`src/rtl/vstream_pkg.sv`:
```
package vstream_pkg;

    localparam int DEF_ADDR_W      = 7;
    localparam int DEF_DATA_W      = 8;
    localparam int DEF_INIT_EDGES  = 9;
    localparam int DEF_SYNC_STAGES = 2;

    typedef enum logic [0:0] {
        PH_WARMUP = 1'b0,
        PH_STREAM = 1'b1
    } phase_t;

    // Open-drain rule: only a zero bit pulls the line.
    function automatic logic bit_to_pull(input logic line_bit);
        return ~line_bit;
    endfunction

endpackage

```
`src/rtl/vstream_edge_sync.sv`:
```
module vstream_edge_sync #(
    parameter int STAGES = 2
) (
    input  logic clk,
    input  logic rst,
    input  logic async_in,
    output logic rise
);
    localparam int CHAIN_W = STAGES + 1;

    // Bits [STAGES-1:0] form the synchronizer, bit STAGES is the history flop.
    logic [CHAIN_W-1:0] chain;

    always_ff @(posedge clk) begin
        if (rst) begin
            chain <= '0;
        end else begin
            chain <= {chain[CHAIN_W-2:0], async_in};
        end
    end

    assign rise = chain[STAGES-1] & ~chain[STAGES];

endmodule

```
`src/rtl/vstream_warmup.sv`:
```
module vstream_warmup
    import vstream_pkg::*;
#(
    parameter int INIT_EDGES = DEF_INIT_EDGES
) (
    input  logic clk,
    input  logic rst,
    input  logic enable,
    input  logic rise,
    output logic ready
);
    localparam int CNT_W = $clog2(INIT_EDGES + 1);
    localparam logic [CNT_W-1:0] LAST_CNT = CNT_W'(INIT_EDGES - 1);

    phase_t           phase;
    logic [CNT_W-1:0] cnt;

    always_ff @(posedge clk) begin
        if (rst) begin
            phase <= PH_WARMUP;
            cnt   <= '0;
        end else if (phase == PH_WARMUP && enable && rise) begin
            if (cnt == LAST_CNT) begin
                phase <= PH_STREAM;
            end
            cnt <= cnt + 1'b1;
        end
    end

    assign ready = (phase == PH_STREAM);

endmodule

```
`src/rtl/vstream_slot_seq.sv`:
```
module vstream_slot_seq
    import vstream_pkg::*;
#(
    parameter int ADDR_W = DEF_ADDR_W,
    parameter int DATA_W = DEF_DATA_W
) (
    input  logic                        clk,
    input  logic                        rst,
    input  logic                        enable,
    input  logic                        step,
    input  logic [DATA_W-1:0]           rd_data,
    output logic [ADDR_W-1:0]           rd_addr,
    output logic [$clog2(DATA_W+1)-1:0] pos_o,
    output logic                        pull_next
);
    localparam int SLOTS = DATA_W + 1;
    localparam int POS_W = $clog2(SLOTS);
    localparam logic [POS_W-1:0] NULL_POS = POS_W'(DATA_W);

    typedef struct packed {
        logic [ADDR_W-1:0] addr;
        logic [POS_W-1:0]  pos;
        logic [DATA_W-1:0] shreg;
    } slot_t;

    slot_t cur;
    slot_t nxt;
    logic  line_bit;

    always_comb begin
        nxt = cur;
        if (!enable) begin
            nxt = '0;
        end else if (step) begin
            if (cur.pos == '0) begin
                nxt.shreg = rd_data << 1;
                nxt.addr  = cur.addr + 1'b1;
                nxt.pos   = POS_W'(1);
            end else if (cur.pos == NULL_POS) begin
                nxt.pos = '0;
            end else begin
                nxt.shreg = cur.shreg << 1;
                nxt.pos   = cur.pos + 1'b1;
            end
        end
    end

    always_ff @(posedge clk) begin
        if (rst) begin
            cur <= '0;
        end else begin
            cur <= nxt;
        end
    end

    always_comb begin
        if (cur.pos == '0) begin
            line_bit = rd_data[DATA_W-1];
        end else if (cur.pos == NULL_POS) begin
            line_bit = 1'b1;
        end else begin
            line_bit = cur.shreg[DATA_W-1];
        end
    end

    assign pull_next = bit_to_pull(line_bit);
    assign rd_addr   = cur.addr;
    assign pos_o     = cur.pos;

endmodule

```
`src/rtl/vstream_od_drive.sv`:
```
module vstream_od_drive (
    input  logic clk,
    input  logic rst,
    input  logic enable,
    input  logic load,
    input  logic pull_next,
    output logic sda_oe
);
    always_ff @(posedge clk) begin
        if (rst) begin
            sda_oe <= 1'b0;
        end else if (!enable) begin
            sda_oe <= 1'b0;
        end else if (load) begin
            sda_oe <= pull_next;
        end
    end

endmodule

```
`src/rtl/vclk_byte_streamer.sv`:
```
module vclk_byte_streamer
    import vstream_pkg::*;
#(
    parameter int ADDR_W      = DEF_ADDR_W,
    parameter int DATA_W      = DEF_DATA_W,
    parameter int INIT_EDGES  = DEF_INIT_EDGES,
    parameter int SYNC_STAGES = DEF_SYNC_STAGES
) (
    input  logic              clk,
    input  logic              rst,
    input  logic              vclk_in,
    input  logic              stream_en,
    output logic [ADDR_W-1:0] rd_addr,
    input  logic [DATA_W-1:0] rd_data,
    output logic              sda_oe
);
    localparam int POS_W = $clog2(DATA_W + 1);

    logic             vclk_rise;
    logic             stream_ready;
    logic             slot_step;
    logic             pull_next;
    logic [POS_W-1:0] slot_pos;

    vstream_edge_sync #(
        .STAGES (SYNC_STAGES)
    ) u_sync (
        .clk      (clk),
        .rst      (rst),
        .async_in (vclk_in),
        .rise     (vclk_rise)
    );

    vstream_warmup #(
        .INIT_EDGES (INIT_EDGES)
    ) u_warm (
        .clk    (clk),
        .rst    (rst),
        .enable (stream_en),
        .rise   (vclk_rise),
        .ready  (stream_ready)
    );

    assign slot_step = vclk_rise & stream_en & stream_ready;

    vstream_slot_seq #(
        .ADDR_W (ADDR_W),
        .DATA_W (DATA_W)
    ) u_seq (
        .clk       (clk),
        .rst       (rst),
        .enable    (stream_en),
        .step      (slot_step),
        .rd_data   (rd_data),
        .rd_addr   (rd_addr),
        .pos_o     (slot_pos),
        .pull_next (pull_next)
    );

    vstream_od_drive u_drv (
        .clk       (clk),
        .rst       (rst),
        .enable    (stream_en),
        .load      (slot_step),
        .pull_next (pull_next),
        .sda_oe    (sda_oe)
    );

endmodule

```
`config.mk`:
```
export PLATFORM = sky130hd
export DESIGN_NAME = vclk_byte_streamer
export DESIGN_NICKNAME = d
export VERILOG_FILES = /design/src/rtl/vstream_pkg.sv /design/src/rtl/vstream_edge_sync.sv /design/src/rtl/vstream_warmup.sv /design/src/rtl/vstream_slot_seq.sv /design/src/rtl/vstream_od_drive.sv /design/src/rtl/vclk_byte_streamer.sv
export SDC_FILE = /design/constraint.sdc
export NUM_CORES = 1
export LEC_CHECK = 0
export ABC_CLOCK_PERIOD_IN_PS = 2050
export BUFFER_PORTS_ARGS = -buffer_cell sky130_fd_sc_hd__clkbuf_2
export CAP_MARGIN = 15
export CORE_MARGIN = 3
export CORE_UTILIZATION = 55
export DETAILED_ROUTE_END_ITERATION = 10
export PLACE_DENSITY_LB_ADDON = 0.1
export SLEW_MARGIN = 10
export SYNTH_ARGS = -nofsm -noshare
export SYNTH_HDL_FRONTEND = slang
export SYNTH_HIERARCHICAL = 1
export SYNTH_SLANG_ARGS = --single-unit
```
`constraint.sdc`:
```
create_clock -name clk -period 2.05 [get_ports clk]
set_clock_uncertainty 0.15 [all_clocks]
set_input_delay 0 -clock clk [delete_from_list [all_inputs] [get_ports clk]]
set_output_delay 0 -clock clk [all_outputs]
set_load 0.02 [all_outputs]
```
* After elaboration in Yosys (flattened, before gate mapping)
Index checks and enable logic that the tools add are counted.
Storage, ports and cells: register bits after elaboration 28, output and inout port bits 8, input bits 12
Operators by class: mux-type cells 5, bitwise gates (word level) 7, add/sub/neg operators 3, equal/unequal tests 3, reduce and logical (&&, ||, !) cells 7
Operator list (count):
- 12-bit 2-to-1 mux | 1
- 4-bit by 1-bit adder with 4-bit output, second input constant | 2
- 4-bit == test, second input constant | 2
- 8-bit 2-to-1 mux | 1
- 7-bit by 1-bit adder with 7-bit output, second input constant | 1
- 2-bit AND reduction | 3
- 4-bit zero test | 1
- 4-bit 2-to-1 mux | 1
- 1-bit NOT | 4
- 1-bit bitwise AND | 3
- 1-bit logical AND | 2
- 1-bit 2-to-1 mux | 2
- 2-bit by 1-bit inequality test with 1-bit output, second input constant | 1
- 2-bit OR reduction | 1

* Longest topological paths before layout
Gate-level depths: netlist of run 1.
depth in word-level cells 5, depth in mapped cells 9

* By module
The synthesis of run 1 kept the hierarchy.
By module, submodules not included:
- vstream_slot_seq | cells each 115, times used 1, area an instance 982.2 um^2
- vstream_warmup | cells each 24, times used 1, area an instance 240.2 um^2
- vstream_edge_sync | cells each 7, times used 1, area an instance 87.6 um^2
- vstream_od_drive | cells each 3, times used 1, area an instance 42.5 um^2
- vclk_byte_streamer | cells each 1, times used 1, area an instance 6.3 um^2

* Least setup slack after synthesis of run 1
Ideal clock, no wire load.
kind register -> register, start register u_sync.chain[1], end register u_seq.cur (netlist bit u_seq/rd_addr[6]), path buffers 1, setup time 70 ps, data required time 1830 ps, arrival time 1634 ps, stages on the path, launching flop included 7, setup slack 195 ps, period minus slack after synthesis 1855 ps, cell sequence dfxtp_1 nor2b_2 and3_1 nand4bb_1 buf_2 or4_1 a21oi_1
On the way: word-level cells in the longest chain between the ends 4
Ends and longest elaborated chain:
- start, declared | line vstream_edge_sync.sv:12 | logic [CHAIN_W-1:0] chain;
- start signal, assigned | line vstream_edge_sync.sv:18 | chain <= {chain[CHAIN_W-2:0], async_in};
- 1-bit bitwise AND | line vstream_edge_sync.sv:22 | assign rise = chain[STAGES-1] & ~chain[STAGES];
- via vclk_rise | line vclk_byte_streamer.sv:19 | logic vclk_rise;
- 1-bit bitwise AND (2 in series) | line vclk_byte_streamer.sv:44 | assign slot_step = vclk_rise & stream_en & stream_ready;
- via slot_step | line vclk_byte_streamer.sv:21 | logic slot_step;
- 2-bit AND reduction (no line)
- end signal, assigned | line vstream_slot_seq.sv:52 | cur <= nxt;
- end, declared | line vstream_slot_seq.sv:26 | slot_t cur;
The timed path passes the listed nets, and every way through them passes these cells. A chain may end at the register's enable or synchronous reset.

* Final worst setup path of run 1
start register u_sync.chain[1], end register u_warm.cnt[3]
On the way: word-level cells in the longest chain between the ends 2
Ends and longest elaborated chain:
- 1-bit bitwise AND | line vstream_edge_sync.sv:22
- via vclk_rise | line vclk_byte_streamer.sv:19
- 1-bit logical AND | line vstream_warmup.sv:22 | end else if (phase == PH_WARMUP && enable && rise) begin
- end signal, assigned | line vstream_warmup.sv:26 | cnt <= cnt + 1'b1;
- end, declared | line vstream_warmup.sv:16 | logic [CNT_W-1:0] cnt;
The timed path passes the listed nets, and every way through them passes these cells.

==> flow_summary.json, run 1 <==
{
  "status": "complete, no violations",
  "diodes": 0,
  "fin_nets": 179,
  "pwr-share-seq_pct": 66.5,
  "dp_hpwl_um": 1771,
  "r2r_end": "u_warm/cnt[3]$_SDFFE_PP0P_",
  "rsz0062_at_grt": "false",
  "holdWs_ns": 0.01921,
  "tns_ns": 0,
  "tightest_slew_ns": 0.7350,
  "die_h_um": 55.15,
  "area_growth_pct": 11.11,
  "dieArea_um2": 3042,
  "numCtsBuffers": 3,
  "clk_latency_ns": 0.31,
  "cp-end-kind": "register",
  "maxSlewHeadroom_pct": 51.00,
  "syn_inst": 146,
  "fmax_mhz": 526.3,
  "yosys_warnings": 6,
  "hold_path.class": "primary input to register",
  "dr.first_iter.drc_count": 13,
  "rrSetupSlack_ns": 0.15,
  "via_per_inst": 5.672,
  "final_antenna_net_count": 0,
  "hold_viol": 0,
  "required_ns": 2.17,
  "postRouteWirelength_um": 2557,
  "min_period_over_period_pct": 92.68,
  "cts-root-buf": "clkbuf_4",
  "p_per_area_nw_per_um2": 539.4,
  "clkSinkCount": 27,
  "wl_per_cell_um": 13.53,
  "layout_common_cells": "dfxtp_1 (27), clkbuf_2 (19), a21oi_1 (16)",
  "leakage_nw": 0.5794,
  "grt_use_total_pct": 18.82,
  "final_common_cell": "dfxtp_1",
  "antenna_found_initial": 0,
  "whs_path_depth": 6,
  "num_rows": 17,
  "p_int_uw": 628.7,
  "rr_startpoint": "u_sync/chain[1]$_SDFF_PP0_",
  "p_sw_uw": 167.7,
  "grt_pass1_wl_um": 4167,
  "start_util_pct": 58.93,
  "fp.coreArea_um2": 2255,
  "first_pass_iters": 4,
  "avgSynthCellArea_um2": 9.101,
  "final_layout_size_suffix_gt1_share_pct": 21.12,
  "holdCritStartpoint": "rd_data[7]",
  "drc": 0,
  "swShare_pct": 21.05,
  "clk_pin_slew_worst_paths_ns": 0.14,
  "cts_tree": "done",
  "cp.arrival_ns": 2.02,
  "combPwrFrac_pct": 5.7,
  "start_kind": "register",
  "grt_pass1_vias": 973,
  "crit_fanout": 4,
  "setup_violations": 0,
  "slew_violations": 0,
  "pwr-share-clk_pct": 27.8,
  "post_cts_buffers": 0,
  "drv_cap": 0,
  "grt_max_degree": 22,
  "h-tree-depth": 1,
  "gp_congestion": 0.7518,
  "hold_end": "u_drv/sda_oe$_SDFFE_PP0P_",
  "grt_overflow": 0,
  "fin_crit_ns": 1.900,
  "crit_type": "register to register",
  "syn-cell-area_um2": 1329,
  "die_w_um": 55.15,
  "clock_path_buffers": 2,
  "vias": 1072,
  "worstRegToRegCells": 5,
  "peakVddDrop_mv": 0.3103,
  "syn_nets": 163,
  "io_buffers": 19,
  "io_pins": 20
}
critical path, cell delays in order, from the launching register on:
cell           delay (ns)
dfxtp_1              0.36
nor2b_4              0.20
nand3b_4             0.11
or3_1                0.35
a21oi_1              0.14
dlygate4sd3_1        0.55
layer usage:
| metal | track usage, % | vias up | share of wire [%] | wire, um |
|---|---|---|---|---|
| met5 | 0 | - | 0 | 0 |
| met4 | 6.073 | 0 | 0.55 | 14 |
| met3 | 2.413 | 2 | 3.4 | 86 |
| met2 | 32.87 | 18 | 50 | 1275 |
| met1 | 23.81 | 510 | 46 | 1181 |
| li1 | - | 542 | - | - |
stage by stage:
step | instances | setup WS [ns] | instance area, um2 | power [mW] | util (%)
3_5_place_dp | 179 | 0.1951 | 1383 | 0.5786 | 61.32
4_1_cts | 189 | 0.1089 | 1469 | 0.8122 | 65.15
6_report | 189 | 0.1500 | 1476 | 0.7963 | 65.48
5_1_grt | 189 | 0.06066 | 1476 | 0.8388 | 65.48
2_1_floorplan | 146 | 0.1950 | 1329 | 0.5614 | -
3_3_place_gp | 179 | 0.2371 | 1383 | 0.5772 | 61.32
sequential cells by signal (all words and copies together) (netlist names):
signal         count
u_seq/pos_o        4
u_seq/rd_addr      7
u_warm/ready       1
u_seq/cur          7
u_drv/sda_oe       1
u_sync/chain       3
u_warm/cnt         4
worst max-delay path by stage:
stage,startpoint,to,slack [ns],depth (start not counted)
detailed placement,u_sync/chain[1]$_SDFF_PP0_,u_seq/rd_addr[3]$_SDFFE_PP0P_,0.20,6
CTS,u_sync/chain[1]$_SDFF_PP0_,u_warm/cnt[3]$_SDFFE_PP0P_,0.11,5
finish,u_sync/chain[1]$_SDFF_PP0_,u_warm/cnt[3]$_SDFFE_PP0P_,0.15,5
floorplan,u_sync/chain[1]$_SDFF_PP0_,u_seq/rd_addr[6]$_SDFFE_PP0P_,0.20,6
global route,u_sync/chain[1]$_SDFF_PP0_,u_seq/rd_addr[3]$_SDFFE_PP0P_,0.06,6
global placement,u_seq/pos_o[0]$_SDFFE_PP0P_,u_seq/cur[2]$_SDFFE_PP0P_,0.24,5
power groups by stage:
stage	registers, mW	clock network [mW]	logic (mW)
detailed placement	0.541	0	0.0376
global route	0.531	0.258	0.0503
CTS	0.530	0.237	0.0451
global placement	0.541	0	0.0365
finish	0.530	0.221	0.0454
floorplan	0.541	0	0.0208
repair_timing:
item / 4_1_cts / 5_1_grt
hold endpoints to repair: 10 / 0
setup endpoints to repair: 0 / 1
hold buffers: 6 / 0
resized for setup: 0 / 2
final cells by class:
type | instances | area, um2
multi-input cells | 98 | 685.7
repair buffers | 27 | 170.2
inverters | 5 | 18.77
well taps | 28 | 35.03
flip-flops and latches | 27 | 540.5
fillers | 212 | 778.2
clock buffers | 4 | 26.28
(Power assumes the default switching activity.)
==> run 2: changes to the inputs <==
Settings changed: ABC_AREA from default to 1, CORE_ASPECT_RATIO from default to 0.9.
==> flow_summary.json, run 2 <==
{
  "rsz0062_at_grt": "false",
  "wl_per_cell_um": 10.96,
  "pwr-share-seq_pct": 64.1,
  "avgSynthCellArea_um2": 7.174,
  "crit_path_top_delay_cell": "dlygate4sd3_1",
  "grt_max_degree": 16,
  "start_kind": "register",
  "setup_violations": 0,
  "path_delay_family": "buffers and inverters",
  "area_growth_pct": 16.13,
  "num_rows": 16,
  "ff_latch_area_um2": 541.8,
  "layout_common_cells": "nand2_1 (46), inv_1 (33), dfxtp_1 (26)",
  "critPathMaxStageDelay_ns": 0.54,
  "critPathBufInv": 2,
  "dp_hpwl_um": 1934,
  "stdcell_area_um2": 1658,
  "dr.first_iter.drc_count": 63,
  "power_uw": 827.2,
  "post_cts_buffers": 0,
  "maxSlewHeadroom_pct": 75.77,
  "cp_cell_sequence": "inv_1 > ha_2 > nand2_2 > o22ai_1 > nand2_1 > a21oi_2 > dlygate4sd3_1",
  "numCtsBuffers": 3,
  "drv_cap": 0,
  "h-tree-depth": 1,
  "grt_use_total_pct": 19.35,
  "leakage_nw": 0.6902,
  "start_util_pct": 61.48,
  "final_antenna_net_count": 0,
  "gp_congestion": 0.7613,
  "fin_crit_ns": 1.926,
  "post_dp_cell_area_um2": 1496,
  "required_ns": 2.19,
  "fmax_mhz": 519.2,
  "peakVddDrop_mv": 0.5790,
  "pwr-share-clk_pct": 28.2,
  "drc": 0,
  "io_buffers": 19,
  "combPwrFrac_pct": 7.6,
  "fp.coreArea_um2": 2322,
  "clock_path_buffers": 2,
  "cp-end-kind": "register",
  "min_period_over_period_pct": 93.95,
  "grt_overflow": 0,
  "vias": 1256,
  "io_pins": 20,
  "clkSinkCount": 27,
  "crit_fanout": 8,
  "p_per_area_nw_per_um2": 499.0,
  "postRouteWirelength_um": 2785,
  "cp.arrival_ns": 2.07,
  "die_h_um": 54.34,
  "final_common_cell": "nand2_1",
  "via_per_inst": 4.945,
  "tns_ns": 0,
  "first_pass_iters": 4,
  "slew_violations": 0,
  "diodes": 0,
  "crit_type": "register to register",
  "status": "complete, no violations",
  "grt_pass1_vias": 1122,
  "tightest_slew_ns": 0.3630,
  "swShare_pct": 23.40,
  "dieArea_um2": 3244,
  "hold_path.class": "register to register",
  "p_int_uw": 633.7,
  "clk_latency_ns": 0.33,
  "nFillCells": 205,
  "p_sw_uw": 193.6,
  "hold_viol": 0,
  "final_layout_size_suffix_gt1_share_pct": 22.91,
  "multiInputGateArea_um2": 680.7,
  "syn_nets": 216,
  "clk_pin_slew_worst_paths_ns": 0.15,
  "die_w_um": 59.71,
  "syn_inst": 199,
  "cts-root-buf": "clkbuf_4",
  "antenna_found_initial": 0,
  "fin_nets": 245,
  "cts_tree": "done",
  "yosys_warnings": 6,
  "syn-cell-area_um2": 1428,
  "grt_pass1_wl_um": 4774
}
[run 2: stage by stage]
stage	instances	setup WS [ns]	util (%)	hold slack, ns
floorplan	199	0.5579	-	-0.08756
global placement	237	0.4689	64.44	0.04478
detailed placement	237	0.4258	64.44	0.05340
CTS	254	0.02687	71.23	0.2715
global route	254	0.007699	71.39	0.2815
finish	254	0.1240	71.39	0.2684
[run 2: layout make-up]
class,count,share of cell area (%)
Inverter,38,8.981
Clock buffer,3,1.358
Clock inverter,1,0.3019
Tap cell,27,2.038
Timing Repair Buffer,32,13.58
Multi-Input combinational cell,126,41.06
Sequential cell,27,32.68
[run 2: what timing repair did]
item / in CTS / in global routing
endpoints found under the hold margin: 24 / 0
gates resized for setup: 0 / 2
endpoints found under the setup margin: 0 / 1
hold buffers: 13 / 0
[run 2: path summary, 6_finish.rpt]
kind         cells past startpoint                         end  slack [ns]                   startpoint
max                              7   u_drv/sda_oe$_SDFFE_PP0P_        0.12  u_seq/pos_o[1]$_SDFFE_PP0P_
min                              2  u_sync/chain[1]$_SDFF_PP0_        0.27   u_sync/chain[0]$_SDFF_PP0_
max reg2reg                      7   u_drv/sda_oe$_SDFFE_PP0P_        0.12  u_seq/pos_o[1]$_SDFFE_PP0P_
min reg2reg                      2  u_sync/chain[1]$_SDFF_PP0_        0.27   u_sync/chain[0]$_SDFF_PP0_
[run 2: layer usage]
metal	wire length (um)	vias to the layer above	global-route usage (%)	share of wire, %
met5	0	-	0	0
met4	38	0	5.904	1.4
met3	91	4	4.245	3.3
met2	1399	18	34.35	50
met1	1256	572	23.35	45
li1	-	662	-	-
[run 2: worst register-to-register path, cell delays in order (launching register included)]
cell	delay, ns
dfxtp_1	0.36
inv_1	0.08
ha_2	0.24
nand2_2	0.14
o22ai_1	0.16
nand2_1	0.09
a21oi_2	0.13
dlygate4sd3_1	0.54
[run 2: power by group through the flow]
stage	sequential (mW)	clock [mW]	combinational (mW)
after floorplan	0.541	0	0.0261
after global placement	0.542	0	0.0421
after detailed placement	0.542	0	0.0437
after CTS	0.531	0.244	0.0612
after global routing	0.531	0.259	0.0706
final	0.531	0.234	0.0631
==> run 3: changes to the inputs <==
Settings changed: CORE_ASPECT_RATIO 0.9 to 1.25, HOLD_SLACK_MARGIN from default to 0.1.
==> flow_summary.json, run 3 (synthesis results as in run 2) <==
{
  "status": "complete, no violations",
  "holdWs_ns": 0.2774,
  "stdcell_area_um2": 1660,
  "required_ns": 2.13,
  "wl_per_cell_um": 10.03,
  "peakVddDrop_mv": 0.3977,
  "final_util_pct": 67.70,
  "setup_violations": 0,
  "final_common_cell": "nand2_1",
  "via_per_inst": 4.815,
  "diodes": 0,
  "gp_congestion": 0.7814,
  "fin_crit_ns": 1.687,
  "crit_type": "register to register",
  "io_buffers": 19,
  "die_h_um": 62.96,
  "holdCritStartpoint": "u_sync/chain[0]$_SDFF_PP0_",
  "nFillCells": 232,
  "hold_path.class": "register to register",
  "grt_max_degree": 15,
  "io_pins": 20,
  "tightest_slew_ns": 0.3615,
  "cts-root-buf": "clkbuf_4",
  "fp.coreArea_um2": 2452,
  "drv_cap": 0,
  "clk_latency_ns": 0.32,
  "whs_path_depth": 2,
  "start_util_pct": 58.21,
  "crit_fanout": 9,
  "final_antenna_net_count": 0,
  "grt_pass1_vias": 1218,
  "layout_common_cells": "nand2_1 (46), inv_1 (33), dfxtp_1 (27)",
  "grt_overflow": 0,
  "grt_pass1_wl_um": 4754,
  "grt_use_total_pct": 18.62,
  "maxSlewHeadroom_pct": 75.87,
  "dr.first_iter.drc_count": 26,
  "r2r_end": "u_seq/rd_addr[6]$_SDFFE_PP0P_",
  "clock_path_buffers": 2,
  "drc": 0,
  "clk_pin_slew_worst_paths_ns": 0.13,
  "post_dp_cell_area_um2": 1504,
  "p_per_area_nw_per_um2": 492.0,
  "rrSetupSlack_ns": 0.36,
  "hold_end": "u_sync/chain[1]$_SDFF_PP0_",
  "num_rows": 20,
  "fin_cells": 260,
  "min_period_over_period_pct": 82.29,
  "slew_violations": 0,
  "numCtsBuffers": 3,
  "first_pass_iters": 4,
  "antenna_found_initial": 0,
  "die_w_um": 51.57,
  "vias": 1252,
  "cp-end-kind": "register",
  "worstRegToRegCells": 9,
  "h-tree-depth": 1,
  "dieArea_um2": 3247,
  "leakage_nw": 0.6851,
  "rsz0062_at_grt": "false",
  "final_layout_size_suffix_gt1_share_pct": 21.59,
  "fin_nets": 245,
  "start_kind": "register",
  "cts_tree": "done",
  "fmax_mhz": 592.8,
  "clkSinkCount": 27,
  "hold_viol": 0,
  "dp_hpwl_um": 1880,
  "dp_cells": 243,
  "rr_startpoint": "u_sync/chain[1]$_SDFF_PP0_",
  "area_growth_pct": 16.30,
  "ctsResizeCount": 0,
  "tns_ns": 0,
  "cp.arrival_ns": 1.76,
  "postRouteWirelength_um": 2607
}
-- run 3: worst max-delay path by stage --
stage / from / endpoint / slack (ns) / cells after the start
3_3_place_gp: u_sync/chain[1]$_SDFF_PP0_ / u_seq/rd_addr[6]$_SDFFE_PP0P_ / 0.46 / 9
2_1_floorplan: u_sync/chain[1]$_SDFF_PP0_ / u_seq/rd_addr[6]$_SDFFE_PP0P_ / 0.56 / 9
6_report: u_sync/chain[1]$_SDFF_PP0_ / u_seq/rd_addr[6]$_SDFFE_PP0P_ / 0.36 / 9
4_1_cts: u_sync/chain[1]$_SDFF_PP0_ / u_seq/rd_addr[6]$_SDFFE_PP0P_ / 0.37 / 9
5_1_grt: u_sync/chain[1]$_SDFF_PP0_ / u_seq/rd_addr[6]$_SDFFE_PP0P_ / 0.20 / 9
3_5_place_dp: u_sync/chain[1]$_SDFF_PP0_ / u_seq/rd_addr[6]$_SDFFE_PP0P_ / 0.40 / 9
-- run 3: metrics by stage --
step,total power [mW],setup WS (ns)
final,0.8168,0.3631
after floorplan,0.5676,0.5579
after global placement,0.5843,0.4642
after detailed placement,0.5856,0.3972
after CTS,0.8294,0.3725
after global routing,0.8555,0.2035
-- run 3: worst max-delay path: stages, from the launching register on --
cell and delay (ns):
dfxtp_1 0.33, inv_1 0.04, nor2_1 0.15, nand2_1 0.09, nor2_2 0.26, nand3_2 0.19, clkinv_2 0.15, nand3_1 0.10
nand2_1 0.08, nor2_1 0.04
-- run 3: repair_timing --
item,4_1_cts,5_1_grt
setup buffers,0,0
hold endpoints to repair,25,0
hold buffers,13,0
-- run 3: routing by layer --
metal	vias to the layer above	share of wire, %	global-route usage (%)
li1	664	-	-
met1	562	42	20.24
met2	21	52	34.55
met3	5	3.5	2.148
met4	0	1.9	8.197
met5	-	0	0
-- run 3: cell type report --
type                       instances  area (um2)  share of cell area, %
sequential                        27       540.5                  32.55
multi-input combinational        126       678.2                  40.84
tap                               33       41.29                  2.487
clock buffer                       4       26.28                  1.583
timing repair buffer              32       225.2                  13.56
inverter                          38       148.9                  8.968
-- run 3: report_power, final --
group          leakage, nW  internal [mW]  switching [mW]
logic                0.452         0.0328          0.0301
clock network       0.0150         0.0762           0.147
registers            0.218          0.528         0.00184
total                0.685          0.637           0.179
